<file path="src/rtl/aluflag_pkg.sv">
package aluflag_pkg;

  localparam int STATUS_W  = 16;
  localparam int C_BIT     = 0;
  localparam int OVF_BIT   = 1;
  localparam int LT_BIT    = 2;
  localparam int EQ_BIT    = 3;
  localparam int GT_BIT    = 4;
  localparam int KEEP_LO   = 5;

  typedef enum logic [3:0] {
    OP_ADD   = 4'd0,
    OP_ADDC  = 4'd1,
    OP_ADDI  = 4'd2,
    OP_SUB   = 4'd3,
    OP_SUBC  = 4'd4,
    OP_CMP   = 4'd5,
    OP_CMPI  = 4'd6,
    OP_CMPM  = 4'd7,
    OP_AND   = 4'd8,
    OP_ANDI  = 4'd9,
    OP_OR    = 4'd10,
    OP_ORI   = 4'd11,
    OP_XOR   = 4'd12,
    OP_XORI  = 4'd13,
    OP_NOT   = 4'd14,
    OP_LDSR  = 4'd15
  } aluOp_e;

  typedef enum logic [2:0] {
    K_ADD, K_SUB, K_AND, K_OR, K_XOR, K_NOT, K_PASS
  } kind_e;

  typedef enum logic [1:0] {
    X_NONE, X_SIGN, X_ZERO
  } ext_e;

  typedef enum logic [2:0] {
    F_ARITH, F_ARITHC, F_SCMP, F_UCHAIN, F_LOGIC, F_LOAD
  } rule_e;

  typedef struct packed {
    logic  wr;
    kind_e kind;
    ext_e  ext;
    logic  useCarry;
    logic  showResult;
    rule_e flagRule;
  } ctrl_s;

endpackage

</file>
<file path="src/rtl/aluflag_ctrl.sv">
module aluflag_ctrl
  import aluflag_pkg::*;
(
  input  logic       wrEn,
  input  logic [3:0] opCode,
  output ctrl_s      ctrl
);

  aluOp_e op;
  assign op = aluOp_e'(opCode);

  always_comb begin
    ctrl            = '0;
    ctrl.wr         = wrEn;
    ctrl.kind       = K_PASS;
    ctrl.ext        = X_NONE;
    ctrl.useCarry   = 1'b0;
    ctrl.showResult = 1'b1;
    ctrl.flagRule   = F_ARITH;
    case (op)
      OP_ADD:  begin ctrl.kind = K_ADD; end
      OP_ADDC: begin ctrl.kind = K_ADD; ctrl.useCarry = 1'b1; ctrl.flagRule = F_ARITHC; end
      OP_ADDI: begin ctrl.kind = K_ADD; ctrl.ext = X_SIGN; end
      OP_SUB:  begin ctrl.kind = K_SUB; end
      OP_SUBC: begin ctrl.kind = K_SUB; ctrl.useCarry = 1'b1; ctrl.flagRule = F_ARITHC; end
      OP_CMP:  begin ctrl.kind = K_SUB; ctrl.showResult = 1'b0; ctrl.flagRule = F_SCMP; end
      OP_CMPI: begin ctrl.kind = K_SUB; ctrl.ext = X_SIGN; ctrl.showResult = 1'b0; ctrl.flagRule = F_SCMP; end
      OP_CMPM: begin ctrl.kind = K_SUB; ctrl.showResult = 1'b0; ctrl.flagRule = F_UCHAIN; end
      OP_AND:  begin ctrl.kind = K_AND; ctrl.flagRule = F_LOGIC; end
      OP_ANDI: begin ctrl.kind = K_AND; ctrl.ext = X_ZERO; ctrl.flagRule = F_LOGIC; end
      OP_OR:   begin ctrl.kind = K_OR;  ctrl.flagRule = F_LOGIC; end
      OP_ORI:  begin ctrl.kind = K_OR;  ctrl.ext = X_ZERO; ctrl.flagRule = F_LOGIC; end
      OP_XOR:  begin ctrl.kind = K_XOR; ctrl.flagRule = F_LOGIC; end
      OP_XORI: begin ctrl.kind = K_XOR; ctrl.ext = X_ZERO; ctrl.flagRule = F_LOGIC; end
      OP_NOT:  begin ctrl.kind = K_NOT; ctrl.flagRule = F_LOGIC; end
      OP_LDSR: begin ctrl.kind = K_PASS; ctrl.showResult = 1'b0; ctrl.flagRule = F_LOAD; end
      default: begin ctrl.kind = K_PASS; ctrl.wr = 1'b0; end
    endcase
  end

endmodule

</file>
<file path="src/rtl/aluflag_dp.sv">
module aluflag_dp
  import aluflag_pkg::*;
#(
  parameter int DATA_W = 16,
  parameter int IMM_W  = 8
) (
  input  logic              clk,
  input  logic              rstN,
  input  ctrl_s             ctrl,
  input  logic [DATA_W-1:0] opA,
  input  logic [DATA_W-1:0] opB,
  output logic [DATA_W-1:0] result,
  output logic [STATUS_W-1:0] statusQ
);

  localparam int EXT_W = DATA_W - IMM_W;
  localparam int MSB   = DATA_W - 1;

  logic [DATA_W-1:0]   opBx;
  logic [DATA_W-1:0]   addend;
  logic                cinStored;
  logic                cinEff;
  logic [DATA_W:0]     sumWide;
  logic [DATA_W-1:0]   sumVal;
  logic                carryOut;
  logic                borrow;
  logic                ovf;
  logic [DATA_W-1:0]   aluRes;
  logic                isZero;
  logic                isNeg;
  logic                sLess;
  logic [STATUS_W-1:0] statusNext;
  logic [STATUS_W-1:0] statusD;

  // operand B extension for immediate forms
  always_comb begin
    case (ctrl.ext)
      X_SIGN:  opBx = {{EXT_W{opB[IMM_W-1]}}, opB[IMM_W-1:0]};
      X_ZERO:  opBx = {{EXT_W{1'b0}}, opB[IMM_W-1:0]};
      default: opBx = opB;
    endcase
  end

  // shared adder: subtraction as A + ~B + ~borrowIn
  assign cinStored = ctrl.useCarry & statusQ[C_BIT];
  assign addend    = (ctrl.kind == K_SUB) ? ~opBx : opBx;
  assign cinEff    = (ctrl.kind == K_SUB) ? ~cinStored : cinStored;
  assign sumWide   = {1'b0, opA} + {1'b0, addend} + {{DATA_W{1'b0}}, cinEff};
  assign sumVal    = sumWide[DATA_W-1:0];
  assign carryOut  = sumWide[DATA_W];
  assign borrow    = ~carryOut;
  assign ovf       = (opA[MSB] == addend[MSB]) && (sumVal[MSB] != opA[MSB]);

  always_comb begin
    case (ctrl.kind)
      K_ADD, K_SUB: aluRes = sumVal;
      K_AND:        aluRes = opA & opBx;
      K_OR:         aluRes = opA | opBx;
      K_XOR:        aluRes = opA ^ opBx;
      K_NOT:        aluRes = ~opA;
      default:      aluRes = '0;
    endcase
  end

  assign result = ctrl.showResult ? aluRes : '0;

  assign isZero = (aluRes == '0);
  assign isNeg  = aluRes[MSB];
  assign sLess  = sumVal[MSB] ^ ovf;

  // next status word
  always_comb begin
    statusNext = statusQ;
    case (ctrl.flagRule)
      F_ARITH: begin
        statusNext[C_BIT]   = (ctrl.kind == K_SUB) ? borrow : carryOut;
        statusNext[OVF_BIT] = ovf;
        statusNext[LT_BIT]  = isNeg;
        statusNext[EQ_BIT]  = isZero;
        statusNext[GT_BIT]  = ~isNeg & ~isZero;
      end
      F_ARITHC: begin
        statusNext[C_BIT]   = (ctrl.kind == K_SUB) ? borrow : carryOut;
        statusNext[OVF_BIT] = ovf;
        if (!isZero) begin
          statusNext[LT_BIT] = isNeg;
          statusNext[EQ_BIT] = 1'b0;
          statusNext[GT_BIT] = ~isNeg;
        end
      end
      F_SCMP: begin
        statusNext[LT_BIT] = sLess;
        statusNext[EQ_BIT] = isZero;
        statusNext[GT_BIT] = ~sLess & ~isZero;
      end
      F_UCHAIN: begin
        if (statusQ[EQ_BIT]) begin
          statusNext[LT_BIT] = borrow;
          statusNext[EQ_BIT] = isZero;
          statusNext[GT_BIT] = ~borrow & ~isZero;
        end
      end
      F_LOGIC: begin
        statusNext[LT_BIT] = 1'b0;
        statusNext[EQ_BIT] = isZero;
        statusNext[GT_BIT] = 1'b0;
      end
      F_LOAD: begin
        statusNext = opA[STATUS_W-1:0];
      end
      default: statusNext = statusQ;
    endcase
  end

  assign statusD = ctrl.wr ? statusNext : statusQ;

  always_ff @(posedge clk or negedge rstN) begin
    if (!rstN) statusQ <= '0;
    else       statusQ <= statusD;
  end


  reset_clear_chk: assert property (@(posedge clk) disable iff (!rstN)
    $rose(rstN) |-> (statusQ == '0));


  hold_when_idle_chk: assert property (@(posedge clk) disable iff (!rstN)
    !ctrl.wr |=> $stable(statusQ));


  upper_fields_chk: assert property (@(posedge clk) disable iff (!rstN)
    (ctrl.flagRule != F_LOAD) |=> $stable(statusQ[STATUS_W-1:KEEP_LO]));


  arith_onehot_chk: assert property (@(posedge clk) disable iff (!rstN)
    (ctrl.wr && ctrl.flagRule == F_ARITH) |=> ($countones(statusQ[GT_BIT:LT_BIT]) == 1));


  cmp_keeps_cv_chk: assert property (@(posedge clk) disable iff (!rstN)
    (ctrl.wr && ctrl.flagRule == F_SCMP) |=>
      ($countones(statusQ[GT_BIT:LT_BIT]) == 1) && $stable(statusQ[OVF_BIT:C_BIT]));


  chain_blocked_chk: assert property (@(posedge clk) disable iff (!rstN)
    (ctrl.wr && ctrl.flagRule == F_UCHAIN && !statusQ[EQ_BIT]) |=> $stable(statusQ[GT_BIT:C_BIT]));


  logic_flags_chk: assert property (@(posedge clk) disable iff (!rstN)
    (ctrl.wr && ctrl.flagRule == F_LOGIC) |=>
      !statusQ[LT_BIT] && !statusQ[GT_BIT] && $stable(statusQ[OVF_BIT:C_BIT]));


  silent_result_chk: assert property (@(posedge clk) disable iff (!rstN)
    !ctrl.showResult |-> (result == '0));

endmodule

</file>
<file path="src/rtl/aluflag_top.sv">
module aluflag_top
  import aluflag_pkg::*;
#(
  parameter int DATA_W = 16,
  parameter int IMM_W  = 8
) (
  input  logic              clk,
  input  logic              rstN,
  input  logic              wrEn,
  input  logic [3:0]        opCode,
  input  logic [DATA_W-1:0] opA,
  input  logic [DATA_W-1:0] opB,
  output logic [DATA_W-1:0] result,
  output logic [STATUS_W-1:0] statusWord
);

  ctrl_s ctrl;

  aluflag_ctrl u_ctrl (
    .wrEn   (wrEn),
    .opCode (opCode),
    .ctrl   (ctrl)
  );

  aluflag_dp #(
    .DATA_W (DATA_W),
    .IMM_W  (IMM_W)
  ) u_dp (
    .clk     (clk),
    .rstN    (rstN),
    .ctrl    (ctrl),
    .opA     (opA),
    .opB     (opB),
    .result  (result),
    .statusQ (statusWord)
  );

endmodule

</file>
<file path="config.mk">
export PLATFORM = sky130hd
export DESIGN_NAME = aluflag_top
export DESIGN_NICKNAME = d
export VERILOG_FILES = /design/src/rtl/aluflag_pkg.sv /design/src/rtl/aluflag_ctrl.sv /design/src/rtl/aluflag_dp.sv /design/src/rtl/aluflag_top.sv
export SDC_FILE = /design/constraint.sdc
export NUM_CORES = 1
export LEC_CHECK = 0
export ABC_AREA = 0
export BUFFER_PORTS_ARGS = -buffer_cell sky130_fd_sc_hd__buf_4
export CELL_PAD_IN_SITES_DETAIL_PLACEMENT = 1
export CELL_PAD_IN_SITES_GLOBAL_PLACEMENT = 1
export CORE_MARGIN = 8
export CORE_UTILIZATION = 41
export CTS_CLUSTER_SIZE = 25
export DETAILED_ROUTE_END_ITERATION = 16
export GPL_ROUTABILITY_DRIVEN = 0
export PLACE_DENSITY_LB_ADDON = 0.1
export RECOVER_POWER = 50
export REMOVE_ABC_BUFFERS = 1
export SLEW_MARGIN = 20
export SYNTH_ARGS = -nofsm -noshare
export SYNTH_HDL_FRONTEND = slang
export SYNTH_HIERARCHICAL = 1
export SYNTH_SLANG_ARGS = --single-unit
</file>
<file path="constraint.sdc">
create_clock -name clk -period 7 [get_ports clk]
set_input_delay 0.35 -clock clk [delete_from_list [all_inputs] [get_ports clk]]
set_output_delay 0.35 -clock clk [all_outputs]
set_load 0.02 [all_outputs]
</file>
==> results of run 1 <==
-- final cells by class --
class                   count  area [sq um]  share of cell area [%]
flip-flops and latches     16           400                    10.1
repair buffers             76           509                    12.8
well taps                 105           131                    3.31
clock buffers               4          55.1                    1.39
inverters                  46           173                    4.35
multi-input cells         362          2700                    68.0
-- what timing repair did --
| item | in CTS | in global routing |
|---|---|---|
| hold endpoints to repair | 16 | 0 |
| buffers inserted | 0 | 0 |
| gates resized for setup | 0 | 0 |
| hold buffers | 1 | 0 |
-- cell families (layout without fill, tap and decap cells) --
| family | Yosys count | count (layout) | synth area share [%] |
|---|---|---|---|
| multiplexers | 13 | 13 | 4.13 |
| AND/OR/NAND/NOR | 128 | 128 | 19.4 |
| AO/OA/AOI/OAI | 138 | 138 | 27.6 |
| adder cells (fa/ha/maj) | 56 | 56 | 21.3 |
| buffers and inverters | 72 | 126 | 8.74 |
| XOR/XNOR | 27 | 27 | 6.97 |
| flip-flops | 16 | 16 | 11.8 |
-- cells in the mapped netlist, drive strengths merged, types with 2 or more instances --
| master | number |
|---|---|
| and3 | 3 |
| nand2 | 39 |
| a21o | 9 |
| and2 | 12 |
| o21bai | 2 |
| nor2 | 29 |
| xor2 | 5 |
| ha | 53 |
| nor3 | 6 |
| a221o | 2 |
| o21a | 5 |
| nand2b | 5 |
| or2 | 3 |
| o211ai | 2 |
| inv | 46 |
| a211oi | 6 |
| a31oi | 8 |
| mux2i | 11 |
| o221ai | 3 |
| nor2b | 12 |
| mux2 | 2 |
| nor3b | 4 |
| o21ai | 26 |
| a21oi | 37 |
| nand3 | 5 |
| o221a | 4 |
| nor4 | 3 |
| dfrtp | 16 |
| a21boi | 2 |
| nand4 | 2 |
| clkbuf | 13 |
| xnor2 | 22 |
| a221oi | 5 |
| fa | 3 |
| o211a | 2 |
| o22ai | 13 |
| buf | 13 |
-- metal layers --
layer | up-vias | global-route usage, %
li1 | 1695 | -
met3 | 18 | 3.06
met2 | 98 | 35.6
met4 | 0 | 5.63
met1 | 1689 | 25.2
met5 | - | 0
-- metrics by stage --
step                instance area (sq um)  worst slack (ns)
global route                         3970             0.221
finish                               3970             0.625
CTS                                  4030             0.688
floorplan                            3270             0.223
detailed placement                   3960             0.430
global placement                     3960             0.770
-- path summary, 6_finish.rpt --
kind / end / slack, ns / cells past startpoint
max in group asynchronous: u_dp/statusQ[10] / 5.66 / 2
hold reg to reg: u_dp/statusQ[5] / 0.48 / 2
setup reg to reg: u_dp/statusQ[2] / 1.61 / 21
min in group asynchronous: u_dp/statusQ[1] / 0.77 / 2
hold / removal: u_dp/statusQ[1] / 0.29 / 2
setup / recovery: u_dp/statusQ[2] / 0.62 / 25
-- layout by cell type, fill, tap and decap left out, drive strengths merged, types with 6 or more instances in the layout --
| cell | n |
|---|---|
| o21ai | 26 |
| a21oi | 37 |
| nand2 | 39 |
| nor2b | 12 |
| a31oi | 8 |
| a21o | 9 |
| inv | 46 |
| nor3 | 6 |
| xnor2 | 22 |
| buf | 58 |
| nor2 | 29 |
| mux2i | 11 |
| dfrtp | 16 |
| a211oi | 6 |
| ha | 53 |
| and2 | 12 |
| clkbuf | 21 |
| o22ai | 13 |
-- power groups by stage --
stage	combinational, uW	sequential, uW	clock, uW
after global placement	533	131	0
after detailed placement	547	133	0
after CTS	551	132	85.5
after floorplan	319	159	0
final	530	130	83.0
after global routing	575	133	89.0
==> flow_summary.ini, run 1 <==
[outcome]
outcome = complete, no violations

[hold_path]
min_path_type = in -> reg
timing.hold.worst.start = wrEn

[route]
avgViaCountPerCell = 5.75
firstDrtPassIters = 5
ant_nets = 0
dr_wl_met3_um = 576
drt_drc_violations_left = 0
highest_layer = met4
routed_wirelength_mm = 11.8
vias = 3500
wl_met1_mm = 5.14
drt-initial-drc-count = 111
wl_met2_mm = 5.75
avgRoutedWirePerCell_um = 19.3

[synthesis]
synth.top_cell.area_share_pct = 19.5
yosysTopAreaCell = sky130_fd_sc_hd__ha_1
postSynth.asyncResetShare_pct = 100
ys_types = 65
postSynthCellCount = 450
synth-main-ff-cell = sky130_fd_sc_hd__dfrtp_1
count_of_synthesis_stage_warnings_from_yosys = 6
synth-edff-count = 0
avgSynthCellArea_sq_um = 7.54
ys_seq_area_share_pct = 11.8
synth.top_cells.by_area = sky130_fd_sc_hd__ha_1, sky130_fd_sc_hd__dfrtp_1, sky130_fd_sc_hd__xnor2_1
post_synthesis_cell_area_sq_um = 3390
synth_seq_cells = 16

[sta]
period_needed_ns = 6.38
fin_skew_ns = 0.000260
report.final.slew_viol_count = 0
grt_setup_unrepaired = false
fmax_ghz = 0.157
hold_violations = 0
final_tns_setup_ns = 0
hold_slack_ns = 0.293
timing.final.setup_violations = 0
tightest_slew_ns = 0.933
fin_crit_sh_pct = 91.1
maxSlewHeadroom_pct = 37.8

[die]
pin_count = 71
fp.dieArea_sq_um = 11400
placementRows = 33
fp.dieH_um = 107
core_sq_um = 8130
initial_utilization_pct = 41.7
die_width_um = 107

[clock_tree]
insertion_delay_ns = 0.25
cts_buffers = 3
cts_tree = built
clockRootBuffer = sky130_fd_sc_hd__clkbuf_8
cts.clk_slew.worst_paths_ns = 0.07
cts_max_path_buffers = 2
clock_sink_count = 16
htree_levels = 1

[layout]
n_fill_cell = 1075
finalNetCount = 600
fraction_of_layout_cells_with_a_size_suffix_above_1_pct = 14.9
largest_reg_flops = 16
area_growth_syn_to_layout_pct = 16.9
final_util_pct = 48.7
instances_no_fill = 609
diodes = 0
top_register = u_dp/statusQ
reg.largest.list = u_dp/statusQ (16)

[setup_path]
worstReg2RegStart = u_dp/statusQ[0]
cp-end-kind = register
timing.critical_path.slowest_cell_delay_ns = 0.53
critPathLaunch = opCode[3]
cpMostUsedCell = sky130_fd_sc_hd__buf_4
timing.setup.critical_path_class = in -> reg
slowest_stage = sky130_fd_sc_hd__fa_1
setup_crit_start_kind = primary input
crit_path_max_fanout = 20
worst-endpoint-arrival_ns = 6.52
critPathRequiredTime_ns = 7.14
cp_top_family = compound AO/OA/AOI/OAI gates
worst-path-buf-inv = 3

[grt]
grt_first_pass_wirelength_mm = 19.1
grt_pass1_vias = 3701
antenna_found_initial = 0
global_route_usage_over_all_layers_pct = 20.3
grt_start_max_net_pins = 42
grt_remaining_overflow = 0

[power_and_ir_drop]
power.ir.vdd_worst_uv = 86.6
fraction_of_power_consumed_by_the_clock_network_pct = 11.2
total_power_uw = 743
relative_contribution_of_sequential_cells_to_total_power_pct = 17.5
switching_power_uw = 368
internal_power_uw = 375
power.share.combinational_pct = 71.3
power.switching_fraction_pct = 49.5
power.leakage_uw = 0.00195
pwr_density_cell_nw_per_um2 = 187

[place]
dpl.cell_count = 604
place.port_buffers = 70
dp.final_hpwl_mm = 9.63

[run]
number_of_max_cap_violations = 0
Power figures use the tool's default switching activity.
==> inputs of run 2 (changes only) <==
--- a/config.mk
+++ b/config.mk
@@ -10,7 +10,7 @@
 export CELL_PAD_IN_SITES_DETAIL_PLACEMENT = 1
 export CELL_PAD_IN_SITES_GLOBAL_PLACEMENT = 1
 export CORE_MARGIN = 8
-export CORE_UTILIZATION = 41
+export CORE_UTILIZATION = 37
 export CTS_CLUSTER_SIZE = 25
 export DETAILED_ROUTE_END_ITERATION = 16
 export GPL_ROUTABILITY_DRIVEN = 0
==> constraint.sdc (replaced) <==
create_clock -name clk -period 5.5 [get_ports clk]
set_input_delay 1.1 -clock clk [delete_from_list [all_inputs] [get_ports clk]]
set_output_delay 1.1 -clock clk [all_outputs]
set_load 0.02 [all_outputs]
==> run 2 against run 1 <==
Compared with the run above: the flow now finishes with violations (negative setup slack); clock skew about the same; critical endpoint is now result[15]; highest routed layer unchanged; flip-flop and latch count unchanged; critical path depth decreased by 6; power increased by 53%; via count increased by 11%; worst hold slack improved by 0.19 ns; core utilization increased by 5.2 points; sequential share of layout area decreased by 1.9 points; combinational power increased by 64%; global-route usage increased by 0.86 points; count of clock-buffer cells in the layout unchanged.
==> flow_summary.ini, run 2 (synthesis results as in run 1) <==
[route]
drt-initial-drc-count = 78
drt_drc_violations_left = 0
avgRoutedWirePerCell_um = 19.3
wl_met1_mm = 5.70
dr_wl_met3_um = 400
vias = 3884
highest_layer = met4
routed_wirelength_mm = 13.6
avgViaCountPerCell = 5.52
ant_nets = 0
firstDrtPassIters = 4
wl_met2_mm = 7.11

[clock_tree]
clock_sink_count = 16
htree_levels = 1
cts_buffers = 3
cts_max_path_buffers = 2
cts_tree = built
insertion_delay_ns = 0.25
cts.clk_slew.worst_paths_ns = 0.06
clockRootBuffer = sky130_fd_sc_hd__clkbuf_8

[hold_path]
min_path_type = reg -> reg
hold-path-cell-count = 2

[place]
place_worst_setup_slack_ns = -0.897
dpl.cell_count = 684
dp.final_hpwl_mm = 10.5
place.port_buffers = 70

[sta]
fin_skew_ns = 0.000368
hold_slack_ns = 0.480
fin_crit_sh_pct = 111
fmax_ghz = 0.164
hold_violations = 0
tightest_slew_ns = 0.881
report.final.slew_viol_count = 0
worst_slack_ns = -0.580
maxSlewHeadroom_pct = 41.2
grt_setup_unrepaired = true
final_tns_setup_ns = -1.69
period_needed_ns = 6.08
timing.final.setup_violations = 4

[layout]
reg.largest.list = u_dp/statusQ (16)
finalNetCount = 689
diodes = 0
fraction_of_layout_cells_with_a_size_suffix_above_1_pct = 34.1
layout.cells.most_common_list = sky130_fd_sc_hd__buf_4, sky130_fd_sc_hd__ha_1, sky130_fd_sc_hd__inv_1
area_growth_syn_to_layout_pct = 44.2
n_fill_cell = 1159
largest_reg_flops = 16
instances_no_fill = 704
top_register = u_dp/statusQ
final_common_cell = sky130_fd_sc_hd__buf_4

[setup_path]
critPathRequiredTime_ns = 4.40
worst-endpoint-arrival_ns = 4.98
timing.setup.critical_path_class = in -> out
setup_crit_start_kind = primary input
crit_path_max_fanout = 5
cp-end-kind = primary output
reg2regPathDepth = 22

[outcome]
failed_checks = negative setup slack
outcome = complete, but fails checks

[die]
initial_utilization_pct = 37.4
fp.dieH_um = 112
placementRows = 35
core_sq_um = 9060
fp.dieArea_sq_um = 12500
pin_count = 71
die_width_um = 112

[grt]
grt_start_max_net_pins = 42
antenna_found_initial = 0
grt_first_pass_wirelength_mm = 21.7
global_route_usage_over_all_layers_pct = 21.2
grt_remaining_overflow = 0
grt_pass1_vias = 4211

[power_and_ir_drop]
power.leakage_uw = 0.00244
pwr_density_cell_nw_per_um2 = 232
power.ir.vdd_worst_uv = 125

[run]
number_of_max_cap_violations = 0
==> run 2: cell types whose count changed in the layout (fill, tap and decap cells not counted), sizes merged <==
cell         previous run  this run
buf                    58       151
clkbuf                 21        18
dlygate4sd3             1         0
==> run 2: path summary, 6_finish.rpt <==
| path | from | slack, ns | to |
|---|---|---|---|
| min in group asynchronous | rstN | 0.95 | u_dp/statusQ[4] |
| hold reg to reg | u_dp/statusQ[15] | 0.48 | u_dp/statusQ[15] |
| hold / removal | u_dp/statusQ[15] | 0.48 | u_dp/statusQ[15] |
| max in group asynchronous | rstN | 4.02 | u_dp/statusQ[13] |
| setup / recovery | opCode[2] | -0.58 | result[15] |
| setup reg to reg | u_dp/statusQ[0] | 0.60 | u_dp/statusQ[4] |
==> run 2: area by class of cell <==
class | instances | area, sq um | area share [%]
clock buffer | 4 | 55.1 | 1.13
inverter | 46 | 173 | 3.53
multi-input combinational | 362 | 2900 | 59.4
sequential | 16 | 400 | 8.18
tap | 111 | 139 | 2.84
timing repair buffer | 165 | 1220 | 25.0
==> run 2: worst max-delay path: stages <==
cell                       delay, ns
sky130_fd_sc_hd__buf_8          0.11
sky130_fd_sc_hd__a21bo_1        0.19
sky130_fd_sc_hd__a22oi_2        0.21
sky130_fd_sc_hd__and2_4         0.25
sky130_fd_sc_hd__xor2_2         0.10
sky130_fd_sc_hd__fa_2           0.42
sky130_fd_sc_hd__nand2b_4       0.17
sky130_fd_sc_hd__a211oi_4       0.23
sky130_fd_sc_hd__o31ai_2        0.11
sky130_fd_sc_hd__a221oi_2       0.30
sky130_fd_sc_hd__a21o_1         0.18
sky130_fd_sc_hd__a21o_1         0.14
sky130_fd_sc_hd__a21oi_2        0.06
sky130_fd_sc_hd__fa_1           0.50
sky130_fd_sc_hd__o22ai_1        0.08
sky130_fd_sc_hd__a222oi_1       0.32
sky130_fd_sc_hd__buf_4          0.20
sky130_fd_sc_hd__and2b_1        0.18
sky130_fd_sc_hd__buf_6          0.13
==> run 2: power by group <==
group / internal, uW / switching, uW
Combinational: 402 / 465
Sequential: 147 / 17.0
Clock: 63.5 / 40.7
Total: 613 / 522
==> run 2: routing by layer <==
layer | global-route usage (%) | up-vias
met2 | 40.3 | 75
met1 | 24.2 | 1913
met5 | 0 | -
li1 | - | 1874
met4 | 6.75 | 0
met3 | 1.89 | 22
==> run 2: per-stage QoR <==
step | utilization, % | cell area [sq um] | total power [uW]
global route | 54.0 | 4890 | 1220
global placement | 49.9 | 4530 | 955
detailed placement | 49.9 | 4530 | 977
finish | 54.0 | 4890 | 1140
floorplan | - | 3270 | 608
CTS | 53.8 | 4870 | 1140
==> run 2: timing repair <==
action                     CTS  global route
buffers inserted            14             2
pin swaps                   14            11
hold buffers                 0             0
setup endpoints to repair    8            10
resized for setup           39            13
